<file path="src/rtl/tick_timebase_pkg.sv">
package tick_timebase_pkg;
  // Strobes sent from the register control to the datapath.
  typedef struct packed {
    logic flagWr;   // status write carries a flag field
    logic flagVal;  // value of that field (only 0 acts)
    logic enWr;     // status write updates the enable
    logic enVal;    // new enable value
  } strobe_t;
endpackage

</file>
<file path="src/rtl/tick_ctrl.sv">
module tick_ctrl
  import tick_timebase_pkg::*;
#(
  parameter int DATA_W   = 8,
  parameter int CNT_W    = 8,
  parameter int FLAG_BIT = 7,
  parameter int EN_BIT   = 6
) (
  input  logic              clk,
  input  logic              rst,
  input  logic              regSel,
  input  logic              wrEn,
  input  logic [DATA_W-1:0] wrData,
  input  logic [CNT_W-1:0]  count,
  input  logic              flag,
  input  logic              en,
  output strobe_t           strb,
  output logic [DATA_W-1:0] rdData
);
  localparam logic SEL_STATUS = 1'b0;

  logic statusWr;
  assign statusWr = wrEn && (regSel == SEL_STATUS);

  always_comb begin
    strb.flagWr  = statusWr;
    strb.flagVal = wrData[FLAG_BIT];
    strb.enWr    = statusWr;
    strb.enVal   = wrData[EN_BIT];
  end

  always_comb begin
    rdData = '0;
    if (regSel == SEL_STATUS) begin
      rdData[FLAG_BIT] = flag;
      rdData[EN_BIT]   = en;
    end else begin
      rdData[CNT_W-1:0] = count;
    end
  end

  // a counter-select write must never reach the datapath as a status strobe
  a_r10_no_strobe_on_count_write: assert property (@(posedge clk) disable iff (rst)
    (wrEn && regSel) |-> (!strb.flagWr && !strb.enWr));
endmodule

</file>
<file path="src/rtl/tick_datapath.sv">
module tick_datapath
  import tick_timebase_pkg::*;
#(
  parameter int PRE_DIV = 4,
  parameter int CNT_W   = 8
) (
  input  logic             clk,
  input  logic             rst,
  input  strobe_t          strb,
  output logic [CNT_W-1:0] count,
  output logic             flag,
  output logic             en,
  output logic             irq,
  output logic             carryOut
);
  localparam int PRE_W = (PRE_DIV > 1) ? $clog2(PRE_DIV) : 1;
  localparam logic [CNT_W-1:0] CNT_MAX = '1;

  logic preTick;

  generate
    if (PRE_DIV > 1) begin : g_pre
      logic [PRE_W-1:0] preCnt;
      always_ff @(posedge clk) begin
        if (rst)                                 preCnt <= '0;
        else if (preCnt == PRE_W'(PRE_DIV - 1))  preCnt <= '0;
        else                                     preCnt <= preCnt + 1'b1;
      end
      assign preTick = (preCnt == PRE_W'(PRE_DIV - 1));
    end else begin : g_nopre
      assign preTick = 1'b1;
    end
  endgenerate

  logic wrap;
  assign wrap = preTick && (count == CNT_MAX);

  always_ff @(posedge clk) begin
    if (rst) begin
      count    <= '0;
      carryOut <= 1'b0;
    end else begin
      if (preTick) count <= count + 1'b1;
      carryOut <= wrap;
    end
  end

  // Hardware set has priority over a software clear on the same edge.
  always_ff @(posedge clk) begin
    if (rst)                               flag <= 1'b0;
    else if (wrap)                         flag <= 1'b1;
    else if (strb.flagWr && !strb.flagVal) flag <= 1'b0;
  end

  always_ff @(posedge clk) begin
    if (rst)            en <= 1'b0;
    else if (strb.enWr) en <= strb.enVal;
  end

  assign irq = flag && en;

  // the carry pulse never lasts two cycles
  a_r9_carry_single: assert property (@(posedge clk) disable iff (rst)
    carryOut |=> !carryOut);
  // when the carry is seen, the flag is already set
  a_r8_set_wins: assert property (@(posedge clk) disable iff (rst)
    carryOut |-> flag);
  // the counter only ever moves by plus one
  a_r2_count_step: assert property (@(posedge clk) disable iff (rst)
    !$stable(count) |-> (count == CNT_W'($past(count) + 1'b1)));
  // writing one into the flag keeps it set
  a_r4_write_one_keeps: assert property (@(posedge clk) disable iff (rst)
    (strb.flagWr && strb.flagVal && flag) |=> flag);
  // the edge after reset leaves the state cleared
  a_r6_reset_clears: assert property (@(posedge clk)
    $past(rst) |-> (count == '0 && !flag && !en && !carryOut));
endmodule

</file>
<file path="src/rtl/tick_timebase.sv">
module tick_timebase
  import tick_timebase_pkg::*;
#(
  parameter int DATA_W   = 8,
  parameter int CNT_W    = 8,
  parameter int PRE_DIV  = 4,
  parameter int FLAG_BIT = 7,
  parameter int EN_BIT   = 6
) (
  input  logic              clk,
  input  logic              rst,
  input  logic              regSel,
  input  logic              wrEn,
  input  logic [DATA_W-1:0] wrData,
  output logic [DATA_W-1:0] rdData,
  output logic              irq,
  output logic              carryOut
);
  strobe_t          strb;
  logic [CNT_W-1:0] count;
  logic             flag;
  logic             en;

  tick_ctrl #(
    .DATA_W(DATA_W), .CNT_W(CNT_W), .FLAG_BIT(FLAG_BIT), .EN_BIT(EN_BIT)
  ) u_ctrl (
    .clk(clk), .rst(rst), .regSel(regSel), .wrEn(wrEn), .wrData(wrData),
    .count(count), .flag(flag), .en(en), .strb(strb), .rdData(rdData)
  );

  tick_datapath #(
    .PRE_DIV(PRE_DIV), .CNT_W(CNT_W)
  ) u_dp (
    .clk(clk), .rst(rst), .strb(strb), .count(count), .flag(flag),
    .en(en), .irq(irq), .carryOut(carryOut)
  );
endmodule

</file>
<file path="config.mk">
export PLATFORM = sky130hd
export DESIGN_NAME = tick_timebase
export DESIGN_NICKNAME = d
export VERILOG_FILES = /design/src/rtl/tick_timebase_pkg.sv /design/src/rtl/tick_ctrl.sv /design/src/rtl/tick_datapath.sv /design/src/rtl/tick_timebase.sv
export SDC_FILE = /design/constraint.sdc
export NUM_CORES = 1
export LEC_CHECK = 0
export CORE_MARGIN = 5
export CORE_UTILIZATION = 41
export DETAILED_ROUTE_END_ITERATION = 16
export GPL_TIMING_DRIVEN = 0
export PLACE_DENSITY = 0.75
export SLEW_MARGIN = 20
export SYNTH_ARGS = -nofsm -noshare
export SYNTH_HDL_FRONTEND = slang
export SYNTH_SLANG_ARGS = --single-unit
</file>
<file path="constraint.sdc">
create_clock -name clk -period 1.64 [get_ports clk]
set_input_delay 0.492 -clock clk [delete_from_list [all_inputs] [get_ports clk]]
set_output_delay 0.492 -clock clk [all_outputs]
set_load 0.02 [all_outputs]
</file>
# After elaboration in Yosys (flattened, before gate mapping)
# Index checks and enable logic that the tools add are counted.
# Widths: inputs -> output; s select.
# classes
n_addsub	2
n_eq_ne	2
muxes	4
bitwise	1
reduce_logical	7
# ops
cell	n
$add 8x1->8 const B	1
$eq 8x8->1 const B	1
$mux 6	1
$logic_and 1x1->1	4
$add 2x1->2 const B	1
$eq 2x2->1 const B	1
$mux 1	2
$mux 2	1
$reduce_bool 2->1	1
$reduce_or 2->1	1
$logic_not 1->1	1
$not 1->1	1
# totals
ff_bits	13
inputBits	12

# Depth between registers and ports, before layout
# Gate-level depths: netlist (run 1).
# logic_depth
ltp_word	5
depth_mapped	5
ltp_nobuf	4

# By module
# A second synthesis (run 1) with hierarchy kept.
# hier_totals
cells_unflattened	67
area_unflattened_um2	635.6
# by_module_without_submodules
mod	instances	cells_each	area_each_um2	seq_area_each_um2
tick_datapath	1	54	529.3	260.2
tick_ctrl	1	13	106.4	0.0

# Least setup slack after synthesis (run 1)
# Ideal clock, no wire load.
# synth_timing
path_type	in2out
startpoint	input port regSel
endpoint	output port rdData[6]
arrival_ns	1.109
t_required_ns	1.148
setup_slack_ns	0.039
stages	2
path_buffers	1
path_cell_list	clkbuf_1 -> mux2_2
# synth_via
elab_chain_len	1
# synth_rtl
element	line_no	text
start: declaration	tick_timebase.sv:12	input logic regSel,
$mux 2	tick_ctrl.sv:34	if (regSel == SEL_STATUS) begin
end: declaration	tick_timebase.sv:15	output logic [DATA_W-1:0] rdData,
# Every way passes these cells.

# Worst setup path in the final report (run 1)
# layout_timing
startpoint	input port regSel
endpoint	output port rdData[7]
# The elaborated chain is that of the path after synthesis.

==> results of run 1 <==
==> cells by family after synthesis <==
logic type | after synthesis
and+or+nand+nor | 30
DFF | 13
AOI/OAI and AO/OA | 9
xor gates and xnor gates | 4
buffers and inverters | 3
muxes | 3
adders and majority gates | 2
==> layout by cell type (no fill, tap or decap), drive strengths merged, types with 3 or more instances in the layout <==
cell / netlist / layout
or3: 4 / 4
xor2: 3 / 3
nand2: 4 / 4
and2: 7 / 7
o21ai: 4 / 4
dfxtp: 13 / 13
nor2: 6 / 6
nand4: 3 / 3
buf: 2 / 5
clkdlybuf4s50: 0 / 4
a21oi: 5 / 5
clkbuf: 1 / 8
==> flip-flops by register name (all words and copies together), names as in the netlist <==
register	count
u_dp.flag	1
u_dp.en	1
u_dp.count	8
u_dp.g_pre.preCnt	2
u_dp.carryOut	1
==> metal layers <==
| layer | track usage (%) | vias to the layer above | wire length (um) |
|---|---|---|---|
| met5 | 0 | - | 0 |
| met4 | 3.23 | 0 | 10 |
| met3 | 7.14 | 2 | 123 |
| met2 | 19.8 | 16 | 559 |
| met1 | 13.3 | 214 | 496 |
| li1 | - | 258 | - |
==> stage by stage <==
stage / setup WS (ns) / TNS, ns
floorplan: 0.0392 / 0
global placement: -0.545 / -3.58
detailed placement: -0.555 / -3.56
finish: 0.0305 / 0
CTS: -0.00224 / -0.00224
global route: 0.00202 / 0
==> area by class of cell <==
class	count	area, um^2	share of cell area [%]
tap	15	18.8	2.53
clock buffer	4	26.3	3.54
multi-input combinational	48	307	41.3
buffer	3	18.8	2.53
sequential	13	264	35.6
timing repair buffer	14	108	14.5
==> final timing paths <==
check | from | to | slack, ns | cells past startpoint
min | u_dp.g_pre.preCnt[0]$_SDFF_PP0_ | u_dp.g_pre.preCnt[0]$_SDFF_PP0_ | 0.44 | 1
max reg2reg | u_dp.g_pre.preCnt[0]$_SDFF_PP0_ | u_dp.count[7]$_SDFFE_PP0P_ | 0.27 | 5
min reg2reg | u_dp.g_pre.preCnt[0]$_SDFF_PP0_ | u_dp.g_pre.preCnt[0]$_SDFF_PP0_ | 0.44 | 1
max | regSel | rdData[7] | 0.03 | 3
==> report_power, final <==
part / total (W) / internal [W] / switching [W]
sequential: 0.000332 / 0.000325 / 0.00000699
clock: 0.000194 / 0.0000942 / 0.0000995
combinational: 0.0000486 / 0.0000260 / 0.0000227
==> what timing repair did <==
| item | CTS | global route |
|---|---|---|
| endpoints found under the setup margin | 10 | 8 |
| gates resized for setup | 23 | 9 |
| setup buffers | 0 | 0 |
| cloned | 0 | 0 |
==> critical path, stage by stage <==
cell and delay (ns):
buf_4 0.13, mux2_2 0.33, buf_2 0.16
==> flow_summary.json, run 1 <==
{
  "setup_viol": 0,
  "final_layout_size_suffix_gt1_share_pct": 22.0,
  "slew_headroom_pct": 72.1,
  "setup.worst_path.start_class": "input pin",
  "drt-total-wl_um": 1190,
  "status": "complete, no violations",
  "grt_overflow": 0,
  "clk_path_buf_depth": 2,
  "synthAdderAreaFrac_pct": 4.30,
  "yosysTopAreaCell": "dfxtp_1",
  "ys_seq_elements": 13,
  "final_cells": 97,
  "cts-root-buf": "clkbuf_4",
  "cts_tree": "done",
  "grt_setup_unrepaired": "no",
  "hold_class": "reg -> reg",
  "power_w": 0.000574,
  "layout.nets": 97,
  "grt_pass1_vias": 435,
  "place_inst": 93,
  "syn-num-nets": 78,
  "drv_cap": 0,
  "yosysMostFrequentCell": "dfxtp_1",
  "synth-simple-area-share_pct": 29.0,
  "critical_path_peak_fanout": 10,
  "synthTopCellsByArea": "dfxtp_1 45%, and2_1 6.5%, xor2_1 4.5%",
  "synth_edf_count": 0,
  "tightest_slew_ns": 0.419,
  "cts_buffers": 3,
  "fmax_mhz": 621,
  "drt_pass1_iterations": 4,
  "synth_xor_area_share_pct": 6.02,
  "io_pins": 22,
  "drv_slew": 0,
  "p_leak_nw": 0.312,
  "start_util_pct": 44.2,
  "cts_hold_buf": 0,
  "chipHeight_um": 47.7,
  "finClkSkew_ns": 0.00437,
  "clock-sinks": 13,
  "ys.warnings.count": 0,
  "syn2layout_area_growth_pct": 27.5,
  "cp.arrival_ns": 1.12,
  "min_period_ns": 1.61,
  "synth_flop_cell": "dfxtp_1",
  "portBuffers": 14,
  "clk_latency_ns": 0.27,
  "muxShareOfSynthArea_pct": 5.59,
  "syn_inst": 64,
  "hold_ws_ns": 0.436,
  "period_share_pct": 98.1,
  "grt_pass1_wl_um": 1840,
  "synth_top_family_by_area": "simple AND/OR/NAND/NOR gates",
  "htree_levels": 1,
  "die_w_um": 47.7,
  "antenna_found_initial": 0,
  "fin_area_um2": 742,
  "end_kind": "output port",
  "row_count": 13,
  "drtIter0Drc": 8,
  "syn_area_per_cell_um2": 9.09,
  "crit_type": "in -> out",
  "die_area_um2": 2270,
  "post-route-util_pct": 56.3,
  "core_area_um2": 1320,
  "post-dp-hpwl_um": 865,
  "vdd_drop_max_v": 0.000607,
  "synth_compound_area_share_pct": 7.74,
  "track_usage_pct": 12.1,
  "synth_area_um2": 582,
  "fillers": 126,
  "post_drt_wl_per_cell_um": 12.3,
  "cp.required_ns": 1.15,
  "netlist_top_cells_count": "13 x dfxtp_1, 6 x and2_1, 6 x nor2_1",
  "synth_cell_types": 23,
  "final_antenna_net_count": 0,
  "ys_seq_area_share_pct": 44.7,
  "num_antenna_cells": 0,
  "drt-vias-per-instance": 5.05,
  "grt_max_degree": 11,
  "placed_area_um2": 741,
  "cts.clk_slew.worst_paths_ns": 0.08,
  "hold_violations": 0,
  "synth_top_area_share_pct": 44.7,
  "async_flop_share_pct": 0,
  "gp_congestion": 0.705,
  "drc": 0,
  "power_density_nw_per_um2": 774,
  "vias": 490
}
Note: power is estimated with default switching activity, not from simulation.
==> run 2: changes to the inputs <==
--- a/config.mk
+++ b/config.mk
@@ -10,6 +10,7 @@
 export DETAILED_ROUTE_END_ITERATION = 16
 export GPL_TIMING_DRIVEN = 0
 export PLACE_DENSITY = 0.75
+export SKIP_CTS_REPAIR_TIMING = 1
 export SLEW_MARGIN = 20
 export SYNTH_ARGS = -nofsm -noshare
 export SYNTH_HDL_FRONTEND = slang
==> run 2 against run 1 <==
Against the previous run: sequential power is essentially flat; final area grew 5.6%; sequential share of layout area shrank 2.0 points; maximum frequency is essentially flat; critical endpoint unchanged; largest power group unchanged.
==> flow_summary.json, run 2 (same netlist as run 1, synthesis figures left out) <==
{
  "grt_max_degree": 11,
  "io_pins": 22,
  "mostFrequentLayoutCell": "dfxtp_1",
  "fmax_mhz": 621,
  "portBuffers": 14,
  "tns_ns": 0,
  "post-dp-hpwl_um": 865,
  "clk_latency_ns": 0.27,
  "p_leak_nw": 0.443,
  "min_period_ns": 1.61,
  "layout.nets": 97,
  "cts_tree": "done",
  "cp.arrival_ns": 1.12,
  "slew_headroom_pct": 71.6,
  "largestRegisters": "u_dp.count: 8 flops, u_dp.g_pre.preCnt: 2 flops",
  "clock-sinks": 13,
  "track_usage_pct": 12.0,
  "setup.worst_path.start_class": "input pin",
  "largest_reg_flops": 8,
  "cts.clk_slew.worst_paths_ns": 0.08,
  "hold_violations": 0,
  "num_antenna_cells": 0,
  "clk_path_buf_depth": 2,
  "crit_path_cell_trace": "buf_4, mux2_2, buf_2",
  "fillers": 118,
  "final_antenna_net_count": 0,
  "vdd_drop_max_v": 0.000613,
  "drt-vias-per-instance": 5.25,
  "die_area_um2": 2270,
  "drt_pass1_iterations": 4,
  "worstSetupStartpoint": "regSel",
  "drc": 0,
  "period_share_pct": 98.2,
  "min_from": "u_dp.g_pre.preCnt[0]$_SDFF_PP0_",
  "grt_setup_unrepaired": "no",
  "start_util_pct": 44.2,
  "core_area_um2": 1320,
  "fin_area_um2": 783,
  "drv_slew": 0,
  "place_inst": 93,
  "die_w_um": 47.7,
  "crit_type": "in -> out",
  "final_layout_size_suffix_gt1_share_pct": 15.9,
  "cp_slowest_cell": "mux2_2",
  "grt_pass1_vias": 440,
  "gp_congestion": 0.705,
  "multi_input_area_um2": 307,
  "grt_overflow": 0,
  "tightest_slew_ns": 0.427,
  "row_count": 13,
  "cpPeakStageDelay_ns": 0.34,
  "vias": 509,
  "drt-total-wl_um": 1190,
  "post_drt_wl_per_cell_um": 12.3,
  "grt_pass1_wl_um": 1840,
  "end_kind": "output port",
  "cts_buffers": 3,
  "drv_cap": 0,
  "register_area_um2": 263,
  "status": "complete, no violations",
  "layout_common_cells": "11 x dfxtp_1, 8 x dlymetal6s2s_1, 6 x and2_1, 6 x nor2_1, 5 x a21oi_1",
  "critical_path_peak_fanout": 10,
  "largest-register": "u_dp.count",
  "hold_class": "reg -> reg",
  "power_density_nw_per_um2": 736,
  "chipHeight_um": 47.7,
  "syn2layout_area_growth_pct": 34.6,
  "finClkSkew_ns": 0.00228,
  "r2r-start": "u_dp.g_pre.preCnt[0]$_SDFF_PP0_",
  "setup_viol": 0,
  "htree_levels": 1,
  "cts-root-buf": "clkbuf_4",
  "antenna_found_initial": 0,
  "drtIter0Drc": 8,
  "cp.required_ns": 1.15,
  "placed_area_um2": 741,
  "final_cells": 97
}
==> run 2: cell type report <==
class | instances | share of cell area [%]
multi-input combinational | 48 | 39.1
sequential | 13 | 33.5
timing repair buffer | 14 | 19.2
clock buffer | 4 | 3.35
buffer | 3 | 2.40
tap | 15 | 2.40
==> run 2: power by group <==
part / total, W / internal (W) / switching, W / leakage [nW]
clock: 0.000194 / 0.0000942 / 0.000100 / 0.0150
combinational: 0.0000497 / 0.0000268 / 0.0000229 / 0.321
sequential: 0.000332 / 0.000325 / 0.00000676 / 0.106
==> run 2: through the flow <==
stage                     total power, W  utilization, %  setup WS (ns)  hold slack (ns)
after detailed placement        0.000389            56.2         -0.555            0.418
after CTS                       0.000586            58.2         -0.551            0.437
final                           0.000576            59.4         0.0295            0.436
after floorplan                 0.000367               -         0.0392            0.400
after global routing            0.000607            59.4        0.00989            0.444
after global placement          0.000387            56.2         -0.545            0.414
==> run 2: path summary, 6_finish.rpt <==
check                           cells past startpoint  slack [ns]                               to
worst max-delay path                                3        0.03                        rdData[7]
worst min-delay path                                1        0.44  u_dp.g_pre.preCnt[0]$_SDFF_PP0_
worst max register to register                      5        0.28       u_dp.count[7]$_SDFFE_PP0P_
worst min register to register                      1        0.44  u_dp.g_pre.preCnt[0]$_SDFF_PP0_
==> run 2: worst max-delay path: cells and delay by family <==
family / cells / cell delay (ns)
mux: 1 / 0.34
buf+inv: 2 / 0.29
==> run 2: layer usage <==
layer  wire length, um  share of wire (%)  track usage, %  vias to the layer above
li1                  -                  -               -                      262
met1               510                 43            13.1                      227
met2               545                 46            19.8                       18
met3               127                 11            7.14                        2
met4                10               0.84            3.23                        0
met5                 0                  0               0                        -
